**config.mk**
```make
export PLATFORM = sky130hd
export DESIGN_NAME = i2c_addr_match
export DESIGN_NICKNAME = d
export VERILOG_FILES = /design/src/rtl/i2c_am_pkg.sv /design/src/rtl/i2c_am_cmp.sv /design/src/rtl/i2c_am_fsm.sv /design/src/rtl/i2c_addr_match.sv
export SDC_FILE = /design/constraint.sdc
export NUM_CORES = 1
export LEC_CHECK = 0
export ABC_CLOCK_PERIOD_IN_PS = 3200
export BUFFER_PORTS_ARGS = -buffer_cell sky130_fd_sc_hd__buf_2
export CAP_MARGIN = 30
export CORE_MARGIN = 1.5
export CORE_UTILIZATION = 30
export CTS_CLUSTER_SIZE = 8
export DETAILED_ROUTE_END_ITERATION = 12
export GPL_ROUTABILITY_DRIVEN = 0
export PLACE_DENSITY_LB_ADDON = 0.2
export SLEW_MARGIN = 20
export SYNTH_ARGS = -nofsm -noshare
export SYNTH_HDL_FRONTEND = slang
export SYNTH_SLANG_ARGS = --single-unit
```
**constraint.sdc**
```tcl
create_clock -name clk -period 3.2 [get_ports clk]
set_input_delay 0.64 -clock clk [delete_from_list [all_inputs] [get_ports clk]]
set_output_delay 0.64 -clock clk [all_outputs]
set_load 0.02 [all_outputs]
```
**src/rtl/i2c_am_pkg.sv**
```systemverilog
package i2c_am_pkg;
    localparam int BYTE_W = 8;
    localparam int LO_W   = 8;
    localparam int HI_W   = 3;
    localparam int A7_W   = 7;
    localparam logic [4:0]        TEN_PREFIX = 5'b11110;
    localparam logic [BYTE_W-1:0] GC_CODE    = '0;

    typedef enum logic [1:0] {
        ST_IDLE = 2'd0,
        ST_HDR1 = 2'd1,
        ST_HDR2 = 2'd2
    } am_state_e;

    typedef struct packed {
        logic gc;     // byte is the general call code and it is enabled
        logic addr7;  // 7-bit mode and bits 7..1 match
        logic hdr10;  // 10-bit mode and header prefix plus high bits match
        logic lo10;   // 10-bit mode and byte equals low address
    } am_hits_t;

    function automatic logic hdr10_ok(input logic [BYTE_W-1:0] b,
                                      input logic [1:0] hi);
        return (b[7:3] == TEN_PREFIX) && (b[2:1] == hi);
    endfunction
endpackage

```
**src/rtl/i2c_am_cmp.sv**
```systemverilog
module i2c_am_cmp
    import i2c_am_pkg::*;
(
    input  logic [BYTE_W-1:0] byte_i,
    input  logic [LO_W-1:0]   addr_lo_i,
    input  logic [HI_W-1:0]   addr_hi_i,
    input  logic              ext_en_i,
    input  logic              gc_en_i,
    output am_hits_t          hits_o
);
    always_comb begin
        hits_o.gc    = gc_en_i && (byte_i == GC_CODE);
        hits_o.addr7 = !ext_en_i && (byte_i[BYTE_W-1:1] == addr_lo_i[A7_W-1:0]);
        hits_o.hdr10 = ext_en_i && hdr10_ok(byte_i, addr_hi_i[1:0]);
        hits_o.lo10  = ext_en_i && (byte_i == addr_lo_i);
    end
endmodule

```
**src/rtl/i2c_am_fsm.sv**
```systemverilog
module i2c_am_fsm
    import i2c_am_pkg::*;
(
    input  logic     clk,
    input  logic     rst,
    input  logic     start_i,
    input  logic     byte_vld_i,
    input  logic     rw_bit_i,
    input  am_hits_t hits_i,
    output logic     match_o,
    output logic     gcall_o,
    output logic     rd_o
);
    am_state_e state;
    logic      prev10;

    always_ff @(posedge clk) begin
        if (rst) begin
            state   <= ST_IDLE;
            match_o <= 1'b0;
            gcall_o <= 1'b0;
            rd_o    <= 1'b0;
            prev10  <= 1'b0;
        end else if (start_i) begin
            state   <= ST_HDR1;
            match_o <= 1'b0;
            gcall_o <= 1'b0;
            rd_o    <= 1'b0;
        end else if (byte_vld_i) begin
            case (state)
                ST_HDR1: begin
                    state <= ST_IDLE;
                    if (hits_i.gc) begin
                        match_o <= 1'b1;
                        gcall_o <= 1'b1;
                        rd_o    <= 1'b0;
                        prev10  <= 1'b0;
                    end else if (hits_i.addr7) begin
                        match_o <= 1'b1;
                        rd_o    <= rw_bit_i;
                        prev10  <= 1'b0;
                    end else if (hits_i.hdr10 && !rw_bit_i) begin
                        state <= ST_HDR2;
                    end else if (hits_i.hdr10 && prev10) begin
                        match_o <= 1'b1;
                        rd_o    <= 1'b1;
                    end else begin
                        prev10 <= 1'b0;
                    end
                end
                ST_HDR2: begin
                    state <= ST_IDLE;
                    if (hits_i.lo10) begin
                        match_o <= 1'b1;
                        rd_o    <= 1'b0;
                        prev10  <= 1'b1;
                    end else begin
                        prev10 <= 1'b0;
                    end
                end
                default: ;
            endcase
        end
    end
endmodule

```
**src/rtl/i2c_addr_match.sv**
```systemverilog
module i2c_addr_match
    import i2c_am_pkg::*;
(
    input  logic              clk,
    input  logic              rst,
    input  logic              start_i,
    input  logic              byte_vld_i,
    input  logic [BYTE_W-1:0] byte_i,
    input  logic [LO_W-1:0]   addr_lo_i,
    input  logic [HI_W-1:0]   addr_hi_i,
    input  logic              ext_en_i,
    input  logic              gc_en_i,
    output logic              match_o,
    output logic              gcall_o,
    output logic              rd_o
);
    am_hits_t hits;

    i2c_am_cmp u_cmp (
        .byte_i    (byte_i),
        .addr_lo_i (addr_lo_i),
        .addr_hi_i (addr_hi_i),
        .ext_en_i  (ext_en_i),
        .gc_en_i   (gc_en_i),
        .hits_o    (hits)
    );

    i2c_am_fsm u_fsm (
        .clk        (clk),
        .rst        (rst),
        .start_i    (start_i),
        .byte_vld_i (byte_vld_i),
        .rw_bit_i   (byte_i[0]),
        .hits_i     (hits),
        .match_o    (match_o),
        .gcall_o    (gcall_o),
        .rd_o       (rd_o)
    );
endmodule

```
==> reports/qor.yml <==
synthDistinctLibCells: 27
post_drt_wl_per_cell_microns: 10.6
finalHoldViolCount: 0
p_total_uw: 205
setup_violations: 0
cp_data_required_time_ns: 3.37
num_rows: 15
post_cts_buffers: 0
antennaDiodeCount: 0
dp.cells: 115
overflow: 0
ys_seq_area_frac: 0.223
status: "finished, final reports clean"
die_w_microns: 45.4
rsz0062_at_grt: "false"
layout-area-overhead-vs-synth_pct: 34.1
final_antenna_net_count: 0
grt_pass1_wl_mm: 2.00
core-area_sq_um: 1710
maxCapViolations: 0
routed_wl_mm: 1.25
start_kind: "input pin"
hold_buffers: 0
cts_root_buffer: "clkbuf_4"
netlist_instances: 64
dieArea_sq_um: 2060
fillCellCount: 178
tns_ns: 0
period_share: 0.605
cts_sinks: 6
fin_skew_ns: 0.00152
drive_gt1_frac: 0.323
rr_worst_depth: 5
cts_buffers: 3
yosys_warnings: 0
antenna_found_initial: 0
avgViaCountPerCell: 4.57
clockBufferDepth: 2
fin_util: 0.423
nets: 122
final.min_clock_period_ns: 1.94
io_pins: 28
worst-path-max-fanout: 4
worst_slew_margin_rel: 0.668
tightest_slew_ns: 0.493
hold_path_depth: 2
num_vias: 539
htree_levels: 1
power_density_nw_per_um2: 284
clk_pin_slew_worst_paths_ns: 0.04
drv_slew: 0
clock_latency_ns: 0.24
worst_hold_slack_ns: 0.438
multi_input_comb_area_sq_um: 408
port-buffer-count: 26
die_y_microns: 45.4
cts_tree: "built"
cp.arrival_ns: 2.11
hpwl_mm: 1.08
holdCritPathClass: "reg2reg"
leakagePower_uw: 0.000294
gr-usage-all-layers: 0.136
start_util: 0.316
drc: 0
fin_cells: 118
cts_resized: 0
grt_pass1_vias: 495
synth_area_sq_um: 539
drtPass1Iterations: 2
fmax_ghz: 0.516
peakVddDrop_mv: 0.173
synth_seq_cells: 6
grt_max_degree: 7
cp-end-kind: "flop"
seq_area_sq_um: 120
syn_avg_cell_area_sq_um: 8.43
synth_nets: 91
crit_type: "in2reg"
first_iter_violations: 2
[final cells by class]
type	count	share of cell area
clock buffer	3	0.0311
multi-input combinational	55	0.564
tap	25	0.0433
sequential	6	0.166
inverter	3	0.0156
timing repair buffer	26	0.180
[worst paths after layout]
check	from	to	slack, ns
worst max register to register	u_fsm.state[0]	u_fsm.prev10	1.73
worst min register to register	u_fsm.match_o	u_fsm.match_o	0.44
worst min-delay path	u_fsm.match_o	u_fsm.match_o	0.44
worst max-delay path	byte_i[6]	u_fsm.prev10	1.26
[cells in the mapped netlist]
cell type	instances	area, sq um
o311ai_0	1	8.76
inv_1	3	11.3
a21oi_1	1	5.00
a21boi_1	1	7.51
nand4_1	2	12.5
dfxtp_1	6	120
nor2_1	4	15.0
xor2_1	5	43.8
o31a_1	1	8.76
or4_4	1	11.3
nand3_1	1	5.00
ha_1	2	25.0
a311oi_1	1	8.76
nor3_1	4	20.0
o21a_1	1	7.51
and4b_1	1	10.0
nand2b_1	3	18.8
nor4_1	2	12.5
o21ai_0	1	5.00
a31oi_1	2	12.5
nand2_1	3	11.3
nand4b_1	1	8.76
a32oi_1	1	8.76
nand3b_1	1	7.51
mux2i_1	2	20.0
xnor2_1	12	105
a211o_1	1	8.76
[routing by layer]
metal | track usage | share of wire
met1 | 0.163 | 0.47
met2 | 0.220 | 0.48
met3 | 0.0714 | 0.047
met4 | 0.0176 | 0.0064
met5 | 0 | 0
[placed cells by master (no fill, tap or decap), types with 2 or more instances in the layout]
master,instances
nor4_1,2
nand2b_1,3
nand2_1,3
clkbuf_4,3
mux2i_1,2
nand4_1,2
dfxtp_1,6
xor2_1,5
nor2_1,4
nor3_1,4
buf_2,26
a31oi_1,2
xnor2_1,12
inv_1,3
ha_1,2
[worst max-delay path: stages]
cell,delay [ns]
buf_2,0.13
xor2_1,0.14
or4_4,0.51
o21a_1,0.20
a311oi_1,0.27
mux2i_1,0.22
[report_power, final]
part,switching (uW),internal (uW)
Combinational,29.3,30.2
Sequential,0.985,76.6
Clock,25.7,42.3
Total,56.1,149
[metrics by stage]
stage / setup WS, ns / cell area [sq um]
finish: 1.26 / 723
global route: 1.13 / 723
CTS: 1.26 / 723
detailed placement: 1.00 / 701
global placement: 1.02 / 701
floorplan: 1.22 / 539
[logic make-up after synthesis]
logic type,after synthesis,synth area share
muxes,2,0.0371
xor gates and xnor gates,17,0.276
DFF,6,0.223
adders and majority gates,2,0.0464
AOI/OAI and AO/OA,11,0.151
and+or+nand+nor,23,0.246
buffers and inverters,3,0.0209
[registers in the layout, indices dropped and copies added, names as in the netlist]
signal	count
u_fsm.prev10	1
u_fsm.gcall_o	1
u_fsm.match_o	1
u_fsm.state	2
u_fsm.rd_o	1
Note: power is estimated with default switching activity, not from simulation.
